<file path="src/rtl/cfgl_pkg.sv">
package cfgl_pkg;
  localparam logic [15:0] OFS_CTRL  = 16'h0040;
  localparam logic [15:0] OFS_STAT  = 16'h0044;
  localparam logic [15:0] OFS_SIZE  = 16'h0048;
  localparam logic [15:0] OFS_USED  = 16'h004C;
  localparam logic [15:0] OFS_TOTAL = 16'h0050;
  localparam logic [15:0] OFS_CUR   = 16'h0054;
  localparam logic [15:0] OFS_DATA  = 16'h3000;

  localparam int CTL_EN  = 0;
  localparam int CTL_RST = 1;
  localparam int CTL_DMA = 2;

  localparam int ST_BUSY     = 0;
  localparam int ST_ERR_SINK = 1;
  localparam int ST_ERR_OVF  = 2;
  localparam int ST_DONE     = 18;

  typedef enum logic [1:0] {DQ_IDLE, DQ_REQ, DQ_BURST} dreq_state_e;
endpackage

</file>
<file path="src/rtl/cfgl_fifo.sv">
module cfgl_fifo #(
  parameter int DEPTH = 16,
  parameter int W     = 32,
  localparam int AW   = $clog2(DEPTH),
  localparam int CW   = AW + 1
) (
  input  logic          clk,
  input  logic          rst_n,
  input  logic          flush,
  input  logic          push,
  input  logic [W-1:0]  wdata,
  input  logic          pop,
  output logic [W-1:0]  rdata,
  output logic [CW-1:0] count,
  output logic          full,
  output logic          empty
);
  logic [W-1:0]  mem_q [DEPTH];
  logic [AW-1:0] wr_q, wr_d, rd_q, rd_d;
  logic [CW-1:0] cnt_q, cnt_d;

  always_comb begin
    wr_d  = wr_q;
    rd_d  = rd_q;
    cnt_d = cnt_q;
    if (flush) begin
      wr_d  = '0;
      rd_d  = '0;
      cnt_d = '0;
    end else begin
      if (push) wr_d = wr_q + AW'(1);
      if (pop)  rd_d = rd_q + AW'(1);
      cnt_d = cnt_q + CW'(push) - CW'(pop);
    end
  end

  always_ff @(posedge clk or negedge rst_n) begin
    if (!rst_n) begin
      wr_q  <= '0;
      rd_q  <= '0;
      cnt_q <= '0;
    end else begin
      wr_q  <= wr_d;
      rd_q  <= rd_d;
      cnt_q <= cnt_d;
    end
  end

  always_ff @(posedge clk) begin
    if (push && !flush) mem_q[wr_q] <= wdata;
  end

  assign rdata = mem_q[rd_q];
  assign count = cnt_q;
  assign full  = (cnt_q == CW'(DEPTH));
  assign empty = (cnt_q == '0);

  AST_FIFO_NO_OVERFLOW: assert property (@(posedge clk) disable iff (!rst_n)
    push |-> !full);
  AST_FIFO_NO_UNDERFLOW: assert property (@(posedge clk) disable iff (!rst_n)
    pop |-> !empty);
endmodule

</file>
<file path="src/rtl/cfgl_dreq.sv">
module cfgl_dreq
  import cfgl_pkg::*;
#(
  parameter int HALF = 8,
  localparam int BW  = $clog2(HALF) + 1
) (
  input  logic clk,
  input  logic rst_n,
  input  logic arm,
  input  logic stop,
  input  logic dma_ack,
  input  logic push,
  input  logic push_last,
  output logic dma_req
);
  dreq_state_e st_q, st_d;
  logic [BW-1:0] bcnt_q, bcnt_d;

  always_comb begin
    st_d   = st_q;
    bcnt_d = bcnt_q;
    unique case (st_q)
      DQ_IDLE: if (arm) st_d = DQ_REQ;
      DQ_REQ: begin
        if (!arm) st_d = DQ_IDLE;
        else if (dma_ack) begin
          st_d   = DQ_BURST;
          bcnt_d = '0;
        end
      end
      DQ_BURST: begin
        if (stop) st_d = DQ_IDLE;
        else if (push) begin
          if (bcnt_q == BW'(HALF - 1) || push_last) st_d = DQ_IDLE;
          else bcnt_d = bcnt_q + BW'(1);
        end
      end
      default: st_d = DQ_IDLE;
    endcase
  end

  always_ff @(posedge clk or negedge rst_n) begin
    if (!rst_n) begin
      st_q   <= DQ_IDLE;
      bcnt_q <= '0;
    end else begin
      st_q   <= st_d;
      bcnt_q <= bcnt_d;
    end
  end

  assign dma_req = (st_q == DQ_REQ);

  AST_DMA_REQ_HOLD: assert property (@(posedge clk) disable iff (!rst_n)
    (dma_req && !dma_ack && arm) |=> dma_req);
  AST_DMA_NO_REQ_WHEN_IDLE_ARM: assert property (@(posedge clk) disable iff (!rst_n)
    (!arm && !dma_req) |=> !dma_req);
endmodule

</file>
<file path="src/rtl/cfgl_seq.sv">
module cfgl_seq #(
  parameter int DATA_W = 32
) (
  input  logic              clk,
  input  logic              rst_n,
  input  logic              start,
  input  logic              en,
  input  logic              clr_irq,
  input  logic [DATA_W-1:0] total,
  input  logic              fifo_empty,
  input  logic              snk_ready,
  input  logic              snk_done,
  input  logic              snk_error,
  input  logic              push_ok,
  input  logic              ovf_evt,
  output logic              pop,
  output logic              snk_valid,
  output logic [DATA_W-1:0] cur,
  output logic              acc_full,
  output logic              push_last,
  output logic              done,
  output logic              err_snk,
  output logic              err_ovf,
  output logic              irq
);
  logic [DATA_W-1:0] cur_q, cur_d, acc_q, acc_d;
  logic done_q, done_d, esnk_q, esnk_d, eovf_q, eovf_d, irq_q, irq_d;
  logic at_total, done_evt, err_any;

  always_comb begin
    at_total  = (cur_q == total);
    err_any   = esnk_q | eovf_q;
    snk_valid = en & ~err_any & ~fifo_empty & ~at_total;
    pop       = snk_valid & snk_ready;
    done_evt  = en & ~done_q & at_total & snk_done;

    cur_d  = cur_q;
    acc_d  = acc_q;
    done_d = done_q;
    esnk_d = esnk_q;
    eovf_d = eovf_q;
    if (start) begin
      cur_d  = '0;
      acc_d  = '0;
      done_d = 1'b0;
      esnk_d = 1'b0;
      eovf_d = 1'b0;
    end else begin
      if (pop)      cur_d = cur_q + DATA_W'(4);
      if (push_ok)  acc_d = acc_q + DATA_W'(4);
      if (done_evt) done_d = 1'b1;
      if (en && snk_error) esnk_d = 1'b1;
      if (ovf_evt)  eovf_d = 1'b1;
    end

    if (clr_irq) irq_d = 1'b0;
    else irq_d = irq_q | done_evt | (en & snk_error) | ovf_evt;
  end

  always_ff @(posedge clk or negedge rst_n) begin
    if (!rst_n) begin
      cur_q  <= '0;
      acc_q  <= '0;
      done_q <= 1'b0;
      esnk_q <= 1'b0;
      eovf_q <= 1'b0;
      irq_q  <= 1'b0;
    end else begin
      cur_q  <= cur_d;
      acc_q  <= acc_d;
      done_q <= done_d;
      esnk_q <= esnk_d;
      eovf_q <= eovf_d;
      irq_q  <= irq_d;
    end
  end

  assign cur       = cur_q;
  assign acc_full  = (acc_q >= total);
  assign push_last = ((acc_q + DATA_W'(4)) >= total);
  assign done      = done_q;
  assign err_snk   = esnk_q;
  assign err_ovf   = eovf_q;
  assign irq       = irq_q;

  AST_CUR_BOUNDED: assert property (@(posedge clk) disable iff (!rst_n)
    en |-> (cur_q <= total));
  AST_IRQ_STICKY: assert property (@(posedge clk) disable iff (!rst_n)
    (irq_q && !clr_irq) |=> irq_q);
  AST_NO_STREAM_AFTER_ERR: assert property (@(posedge clk) disable iff (!rst_n)
    esnk_q |-> !snk_valid);
  AST_DONE_RAISES_IRQ: assert property (@(posedge clk) disable iff (!rst_n)
    (done_evt && !clr_irq) |=> irq_q);
endmodule

</file>
<file path="src/rtl/cfg_stream_loader.sv">
module cfg_stream_loader
  import cfgl_pkg::*;
#(
  parameter int FIFO_DEPTH = 16,
  parameter int DATA_W     = 32,
  localparam int HALF      = FIFO_DEPTH / 2,
  localparam int CW        = $clog2(FIFO_DEPTH) + 1
) (
  input  logic              clk,
  input  logic              rst_n,
  input  logic              bus_wr_en,
  input  logic [15:0]       bus_addr,
  input  logic [DATA_W-1:0] bus_wdata,
  output logic [DATA_W-1:0] bus_rdata,
  output logic              irq,
  output logic              cfg_rst,
  output logic              dma_req,
  input  logic              dma_ack,
  output logic              snk_valid,
  output logic [DATA_W-1:0] snk_data,
  input  logic              snk_ready,
  input  logic              snk_done,
  input  logic              snk_error
);
  logic [1:0] rsync_q;
  logic       rst_s_n;

  always_ff @(posedge clk or negedge rst_n) begin
    if (!rst_n) rsync_q <= 2'b00;
    else        rsync_q <= {rsync_q[0], 1'b1};
  end
  assign rst_s_n = rsync_q[1];

  logic [2:0]        ctrl_q, ctrl_d;
  logic [DATA_W-1:0] total_q, total_d;
  logic wr_ctrl, wr_total, wr_data, en, start, clr_irq;
  logic push_ok, ovf_evt, pop, fifo_full, fifo_empty;
  logic [CW-1:0] fifo_cnt;
  logic [DATA_W-1:0] cur;
  logic acc_full, push_last, done, err_snk, err_ovf, err_any, dma_arm;

  always_comb begin
    wr_ctrl  = bus_wr_en && (bus_addr == OFS_CTRL);
    wr_total = bus_wr_en && (bus_addr == OFS_TOTAL);
    wr_data  = bus_wr_en && (bus_addr == OFS_DATA);
    en       = ctrl_q[CTL_EN];
    start    = wr_ctrl && bus_wdata[CTL_EN] && !en;
    clr_irq  = wr_ctrl && (bus_wdata == '0);
    push_ok  = wr_data && en && !fifo_full;
    ovf_evt  = wr_data && en && fifo_full;
    err_any  = err_snk | err_ovf;
    dma_arm  = en && ctrl_q[CTL_DMA] && !err_any && !acc_full &&
               ((CW'(FIFO_DEPTH) - fifo_cnt) >= CW'(HALF));
    ctrl_d   = wr_ctrl ? bus_wdata[2:0] : ctrl_q;
    total_d  = (wr_total && !en) ? {bus_wdata[DATA_W-1:2], 2'b00} : total_q;
  end

  always_ff @(posedge clk or negedge rst_s_n) begin
    if (!rst_s_n) begin
      ctrl_q  <= '0;
      total_q <= '0;
    end else begin
      ctrl_q  <= ctrl_d;
      total_q <= total_d;
    end
  end

  cfgl_fifo #(.DEPTH(FIFO_DEPTH), .W(DATA_W)) u_fifo (
    .clk(clk), .rst_n(rst_s_n), .flush(!en), .push(push_ok),
    .wdata(bus_wdata), .pop(pop), .rdata(snk_data), .count(fifo_cnt),
    .full(fifo_full), .empty(fifo_empty)
  );

  cfgl_seq #(.DATA_W(DATA_W)) u_seq (
    .clk(clk), .rst_n(rst_s_n), .start(start), .en(en), .clr_irq(clr_irq),
    .total(total_q), .fifo_empty(fifo_empty), .snk_ready(snk_ready),
    .snk_done(snk_done), .snk_error(snk_error), .push_ok(push_ok),
    .ovf_evt(ovf_evt), .pop(pop), .snk_valid(snk_valid), .cur(cur),
    .acc_full(acc_full), .push_last(push_last), .done(done),
    .err_snk(err_snk), .err_ovf(err_ovf), .irq(irq)
  );

  cfgl_dreq #(.HALF(HALF)) u_dreq (
    .clk(clk), .rst_n(rst_s_n), .arm(dma_arm), .stop(!en || err_any),
    .dma_ack(dma_ack), .push(push_ok), .push_last(push_last),
    .dma_req(dma_req)
  );

  assign cfg_rst = ctrl_q[CTL_RST];

  always_comb begin
    bus_rdata = '0;
    unique case (bus_addr)
      OFS_CTRL:  bus_rdata = DATA_W'(ctrl_q);
      OFS_STAT: begin
        bus_rdata[ST_BUSY]     = en & ~done & ~err_any;
        bus_rdata[ST_ERR_SINK] = err_snk;
        bus_rdata[ST_ERR_OVF]  = err_ovf;
        bus_rdata[ST_DONE]     = done;
      end
      OFS_SIZE:  bus_rdata = DATA_W'(FIFO_DEPTH * 4);
      OFS_USED:  bus_rdata = DATA_W'({fifo_cnt, 2'b00});
      OFS_TOTAL: bus_rdata = total_q;
      OFS_CUR:   bus_rdata = cur;
      default:   bus_rdata = '0;
    endcase
  end

  AST_TOTAL_FROZEN: assert property (@(posedge clk) disable iff (!rst_s_n)
    (en && $past(en)) |-> $stable(total_q));
  AST_NO_PUSH_DISABLED: assert property (@(posedge clk) disable iff (!rst_s_n)
    (!en) |=> (fifo_cnt == '0));
endmodule

</file>
<file path="config.mk">
export PLATFORM = sky130hd
export DESIGN_NAME = cfg_stream_loader
export DESIGN_NICKNAME = d
export VERILOG_FILES = /design/src/rtl/cfgl_pkg.sv /design/src/rtl/cfgl_fifo.sv /design/src/rtl/cfgl_dreq.sv /design/src/rtl/cfgl_seq.sv /design/src/rtl/cfg_stream_loader.sv
export SDC_FILE = /design/constraint.sdc
export NUM_CORES = 1
export LEC_CHECK = 0
export BUFFER_PORTS_ARGS = -buffer_cell sky130_fd_sc_hd__buf_2
export CAP_MARGIN = 20
export CORE_ASPECT_RATIO = 2
export CORE_MARGIN = 1.5
export CORE_UTILIZATION = 30
export DETAILED_ROUTE_END_ITERATION = 7
export HOLD_SLACK_MARGIN = 0.05
export PLACE_DENSITY_LB_ADDON = 0.08
export SLEW_MARGIN = 20
export SYNTH_ARGS = -nofsm -noshare
export SYNTH_HDL_FRONTEND = slang
export SYNTH_SLANG_ARGS = --single-unit
</file>
<file path="constraint.sdc">
create_clock -name clk -period 8.1 [get_ports clk]
set_clock_uncertainty 0.1 [all_clocks]
set_input_delay 0.81 -clock clk [delete_from_list [all_inputs] [get_ports clk]]
set_output_delay 0.81 -clock clk [all_outputs]
set_load 0.005 [all_outputs]
</file>
# Word-level counts from Yosys, hierarchy flattened
# Memories as Yosys holds them, arrays and structs flattened.
# Cells that the tools add are included.
# op_classes
bitwise	17
eq_ne	23
add_sub_neg	8
n_lt_le_gt_ge	3
muxes	35
n_reduce_logical	33
# ops
cell	count
2-to-1 mux 32 bit	4
equality test 16 x 7 -> 1 bit, second input constant	6
adder 32 x 3 -> 32 bit, second input constant	2
greater-or-equal comparator 32 bit	2
one-hot mux 15 bit (4 select lines)	1
2-to-1 mux 4 bit	9
equality test 32 bit	1
zero test 32 bit	1
one-hot mux 13 bit (2 select lines)	1
equality test 16 x 14 -> 1 bit, second input constant	1
logical AND 1 bit	16
one-hot mux 3 bit (5 select lines)	1
adder 4 x 1 -> 4 bit, second input constant	3
2-to-1 mux 2 bit	6
nonzero test 2 bit	6
!= test 2 x 1 -> 1 bit, second input constant	5
bitwise AND 1 bit	9
2-to-1 mux 1 bit	9
one-hot mux 4 bit (2 select lines)	1
!= test 2 bit, second input constant	3
one-hot mux 2 bit (3 select lines)	1
AND reduction 6 bit	1
adder 5 x 1 -> 5 bit	1
equality test 5 bit, second input constant	1
18 further kinds	28
# word_totals
input_bits	55
word_cells	134
output_inout_bits	68
n_memories	1
register_bits	122
mem_bits_rw	512
# mem_list
memory	depth	word_bits	read_ports	rd_clocked_by_memory_dff	wr	line	rtl
u_fifo.mem_q	16	32	1	0	1	cfgl_fifo.sv:18	logic [W-1:0] mem_q [DEPTH];

# Longest topological paths before layout
# depth
ltp_word	8
ltp_mapped	18
depth_no_buf	17

# Cells and area by module
# A second synthesis with hierarchy kept.
# hier_totals
cells_unflattened	1768
area_unflattened_um2	28282.1
# modules_own_cells
mod	seq_area_each_um2	instances	cells_each	area_each_um2
cfgl_fifo	15700.1	1	884	19996.7
cfgl_seq	1601.5	1	650	5612.9
cfg_stream_loader	875.8	1	203	2306.0
cfgl_dreq	150.1	1	31	366.6

# Worst setup path before layout
# Ideal clock, no wire load.
# synth_path
kind	register to register
start	register u_seq.acc_q[2]
end	register u_dreq.bcnt_q[2]
required_ns	7.931
setup_ns	0.069
stages_incl_launch_ff	18
t_arrival_ns	3.572
period_less_slack_ns	3.741
path_buffers	0
setup_slack_ns	4.359
cell_sequence	dfrtp_1 > ha_1 > nand2_1 > nor3_1 > and4_1 > nand2_1 > nor4_1 > nand2_1 > xnor2_1 > ha_1 > nand2_1 > nor2_1 > a211oi_1 > o21ai_0 > o31ai_1 > nand4_1 > or3b_1 > nand3_1
# synth_between
elab_chain_len	6
word_cells_on_any_way	10
cone_classes	add/sub: 1; order compare: 2; eq/ne: 2; reduce/logical: 5
# synth_lines
element	line	rtl
start, declared	cfgl_seq.sv:26	logic [DATA_W-1:0] cur_q, cur_d, acc_q, acc_d;
start signal, assigned	cfgl_seq.sv:63	acc_q <= '0;
start signal, assigned	cfgl_seq.sv:70	acc_q <= acc_d;
branches (longest 5 deep; another with adder 32 x 3 -> 32 bit)	-	
AND reduction 6 bit (no source line) *	-	
end signal, assigned	cfgl_dreq.sv:48	bcnt_q <= bcnt_d;
end, declared	cfgl_dreq.sv:17	logic [BW-1:0] bcnt_q, bcnt_d;
# Every way passes the cells marked *.
# A chain may end at the register's enable or synchronous reset.

# Final worst setup path
# Ends and elaborated chain as after synthesis.

==> out/qor.yml <==
multi_input_area_um2: 8920
cts_made_buffers: 58
ys_seq_area_frac: 0.661
synth_top_area_share: 0.554
cap_violations: 0
worstPathCellList: "ha_1 -> nand2_1 -> nor3_1 -> and4_1 -> nand2_1 -> nor4_1 -> nand2_1 -> xnor2_1 -> ha_1 -> nand2_1 -> nor2_1 -> a211oi_1 -> o21ai_0 -> o31ai_1 -> nand4_1 -> or3b_1 -> nand3_1"
max_stage_delay_ns: 0.64
wl_met1_um: 32200
regArea_um2: 18300
cts_root_buf: "clkbuf_16"
grt_pass1_vias: 17789
wl_met3_um: 2080
grt_overflow: 0
placed_area_um2: 29800
portBuffers: 122
status: "completed"
slew_viol_final: 0
crit_type: "register to register"
r2r_setup_slack_ns: 3.10
wire_per_inst_um: 25.3
dpl.cell_count: 3163
routed-wl-met2_um: 45900
grt_use_total: 0.178
core-area_um2: 91500
layout-drive-gt1-share: 0.172
crit_arrival_ns: 5.48
required_ns: 8.59
fin_crit_sh: 0.617
fillers: 9001
synth_flop_cell: "edfxtp_1"
h-tree-depth: 2
finalNonFillerCells: 3270
vias_per_cell: 5.00
synth_edf_count: 512
cp_max_fo: 8
grt_pass1_wl_um: 122000
routed.top_layer: "met4"
vias: 16353
crit_top_cell: "nand2_1"
start_util: 0.303
finalSetupViolations: 0
cts_tree: "built"
maxSlewHeadroom: 0.262
die_area_um2: 94400
synth_cells: 1912
finalWeightedCongestion: 0.831
ys_top_cells_by_area: "edfxtp_1 (55%), dfrtp_1 (11%), mux4_2 (5.2%)"
numClockSinks: 630
grt_max_degree: 91
hold_class: "register to asynchronous set/reset pin"
fmax_mhz: 200
rsz0062_at_grt: "false"
die_width_um: 218
io_pins: 123
power_density_nw_per_um2: 200
dr.pass1.iters: 6
yosysTopAreaCell: "edfxtp_1"
nets: 2166
post_cts_buffers: 0
vdd_drop_max_mv: 0.159
hold_viol: 0
ant_nets: 0
path_clk_slew_ns: 0.07
tightest_slew_ns: 1.11
clk_path_buf_depth: 3
drcViolationCount: 0
areaGrowthSynthToFinish_pct: 13.8
ys_warn_count: 0
synth_seq_cells: 630
drt_iter0_drc: 687
synthTopCellsByCount: "edfxtp_1 (512), nand2_1 (186), dfrtp_1 (118)"
avgSynthCellArea_um2: 14.5
p_leak_uw: 0.0111
fin_area_um2: 31600
cp_slowest_cell: "o31ai_1"
synth_area_um2: 27700
dpl.hpwl_um: 54800
cts.repair.resized: 0
finalSetupTns_ns: 0
clkLatencyLatePin_ns: 0.65
syn-num-nets: 2046
end_kind: "register"
wl_um: 82700
async_flop_share: 0.187
crit_path_start_kind: "register"
antenna_found_initial: 0
yosysMostFrequentCell: "edfxtp_1"
die_h_um: 433
timing.final.crit_period_ns: 5.00
yosysUniqueCellTypes: 64
rows: 157
[cells by family (layout without fill, tap and decap cells)]
group	Yosys count	count (layout)	share of synthesized area
DFF	630	630	0.661
and+or+nand+nor	435	435	0.0752
AOI/OAI and AO/OA	330	330	0.0765
muxes	201	201	0.103
buffers and inverters	142	307	0.0195
xor gates and xnor gates	94	94	0.0297
adders and majority gates	79	79	0.0359
other	1	2	0.000135
[placed cells by master (no fill, tap or decap), types with 56 or more instances in the layout]
master | netlist | final
xnor2_1 | 56 | 56
nand2_1 | 186 | 186
ha_1 | 78 | 78
nor2_1 | 60 | 58
clkbuf_16 | 0 | 58
mux2i_1 | 111 | 111
a21oi_1 | 64 | 64
o21ai_0 | 113 | 113
buf_2 | 7 | 122
mux4_2 | 64 | 64
edfxtp_1 | 512 | 512
dfrtp_1 | 118 | 113
[state kept, by name, indices dropped and copies added, names as in the netlist]
name           count
u_seq.done         1
u_seq.err_ovf      1
rsync_q            2
u_dreq.bcnt_q      4
ctrl_q             3
u_fifo.wr_q        4
u_seq.irq          1
u_fifo.mem_q     512
u_fifo.rd_q        4
u_dreq.st_q        2
u_seq.cur         30
u_seq.acc_q       30
u_seq.err_snk      1
u_fifo.count       5
total_q           30
[where the power goes]
| part | leakage (µW) | total (µW) | switching (µW) | internal (µW) |
|---|---|---|---|---|
| Clock | 0.000875 | 2720 | 1260 | 1450 |
| Sequential | 0.00606 | 3500 | 1.39 | 3500 |
| Combinational | 0.00419 | 88.1 | 75.9 | 12.2 |
| Total | 0.0111 | 6310 | 1340 | 4970 |
[area by class of cell]
class                      count  area share
sequential                   630       0.581
timing repair buffer         149      0.0262
inverter                      53     0.00630
clock buffer                  75      0.0483
multi-input combinational   1140       0.283
tap                         1192      0.0472
clock inverter                30     0.00844
antenna                        1   0.0000792
[timing repair]
| item | 4_1_cts | 5_1_grt |
|---|---|---|
| setup endpoints to repair | 0 | 0 |
| hold buffers | 1 | 0 |
| endpoints found under the hold margin | 2 | 0 |
[metal layers]
metal,track usage,vias up
met1,0.202,8411
li1,-,7558
met4,0.0601,0
met5,0,-
met3,0.0190,110
met2,0.340,274
[worst paths after layout]
kind	startpoint	end	cells past startpoint
setup / recovery	u_seq.acc_q[2]	u_dreq.bcnt_q[2]	17
setup reg to reg	u_seq.acc_q[2]	u_dreq.bcnt_q[2]	17
hold / removal	rsync_q[1]	u_seq.cur[21]	0
hold reg to reg	rsync_q[1]	u_seq.cur[21]	0
max in group asynchronous	rsync_q[1]	u_fifo.rd_q[0]	2
min in group clk	rsync_q[0]	rsync_q[1]	0
[worst max-delay path: cells and delay by family (launching register included)]
kind	cells	cell delay [ns]
adders and majority gates	2	0.59
AOI/OAI and AO/OA	3	1.13
DFF	1	0.48
and+or+nand+nor	11	2.38
xor gates and xnor gates	1	0.22
[per-stage QoR]
step / hold WS (ns) / utilization / worst slack, ns / power [µW]
2_1_floorplan: 0.231 / - / 4.36 / 3580
3_3_place_gp: 0.0628 / 0.325 / 3.11 / 3660
3_5_place_dp: 0.0640 / 0.325 / 3.05 / 3660
4_1_cts: 0.0622 / 0.345 / 3.02 / 6410
5_1_grt: 0.0765 / 0.345 / 2.61 / 6510
6_report: 0.0510 / 0.345 / 3.10 / 6310
No activity file was read; power rests on OpenSTA's default activity.
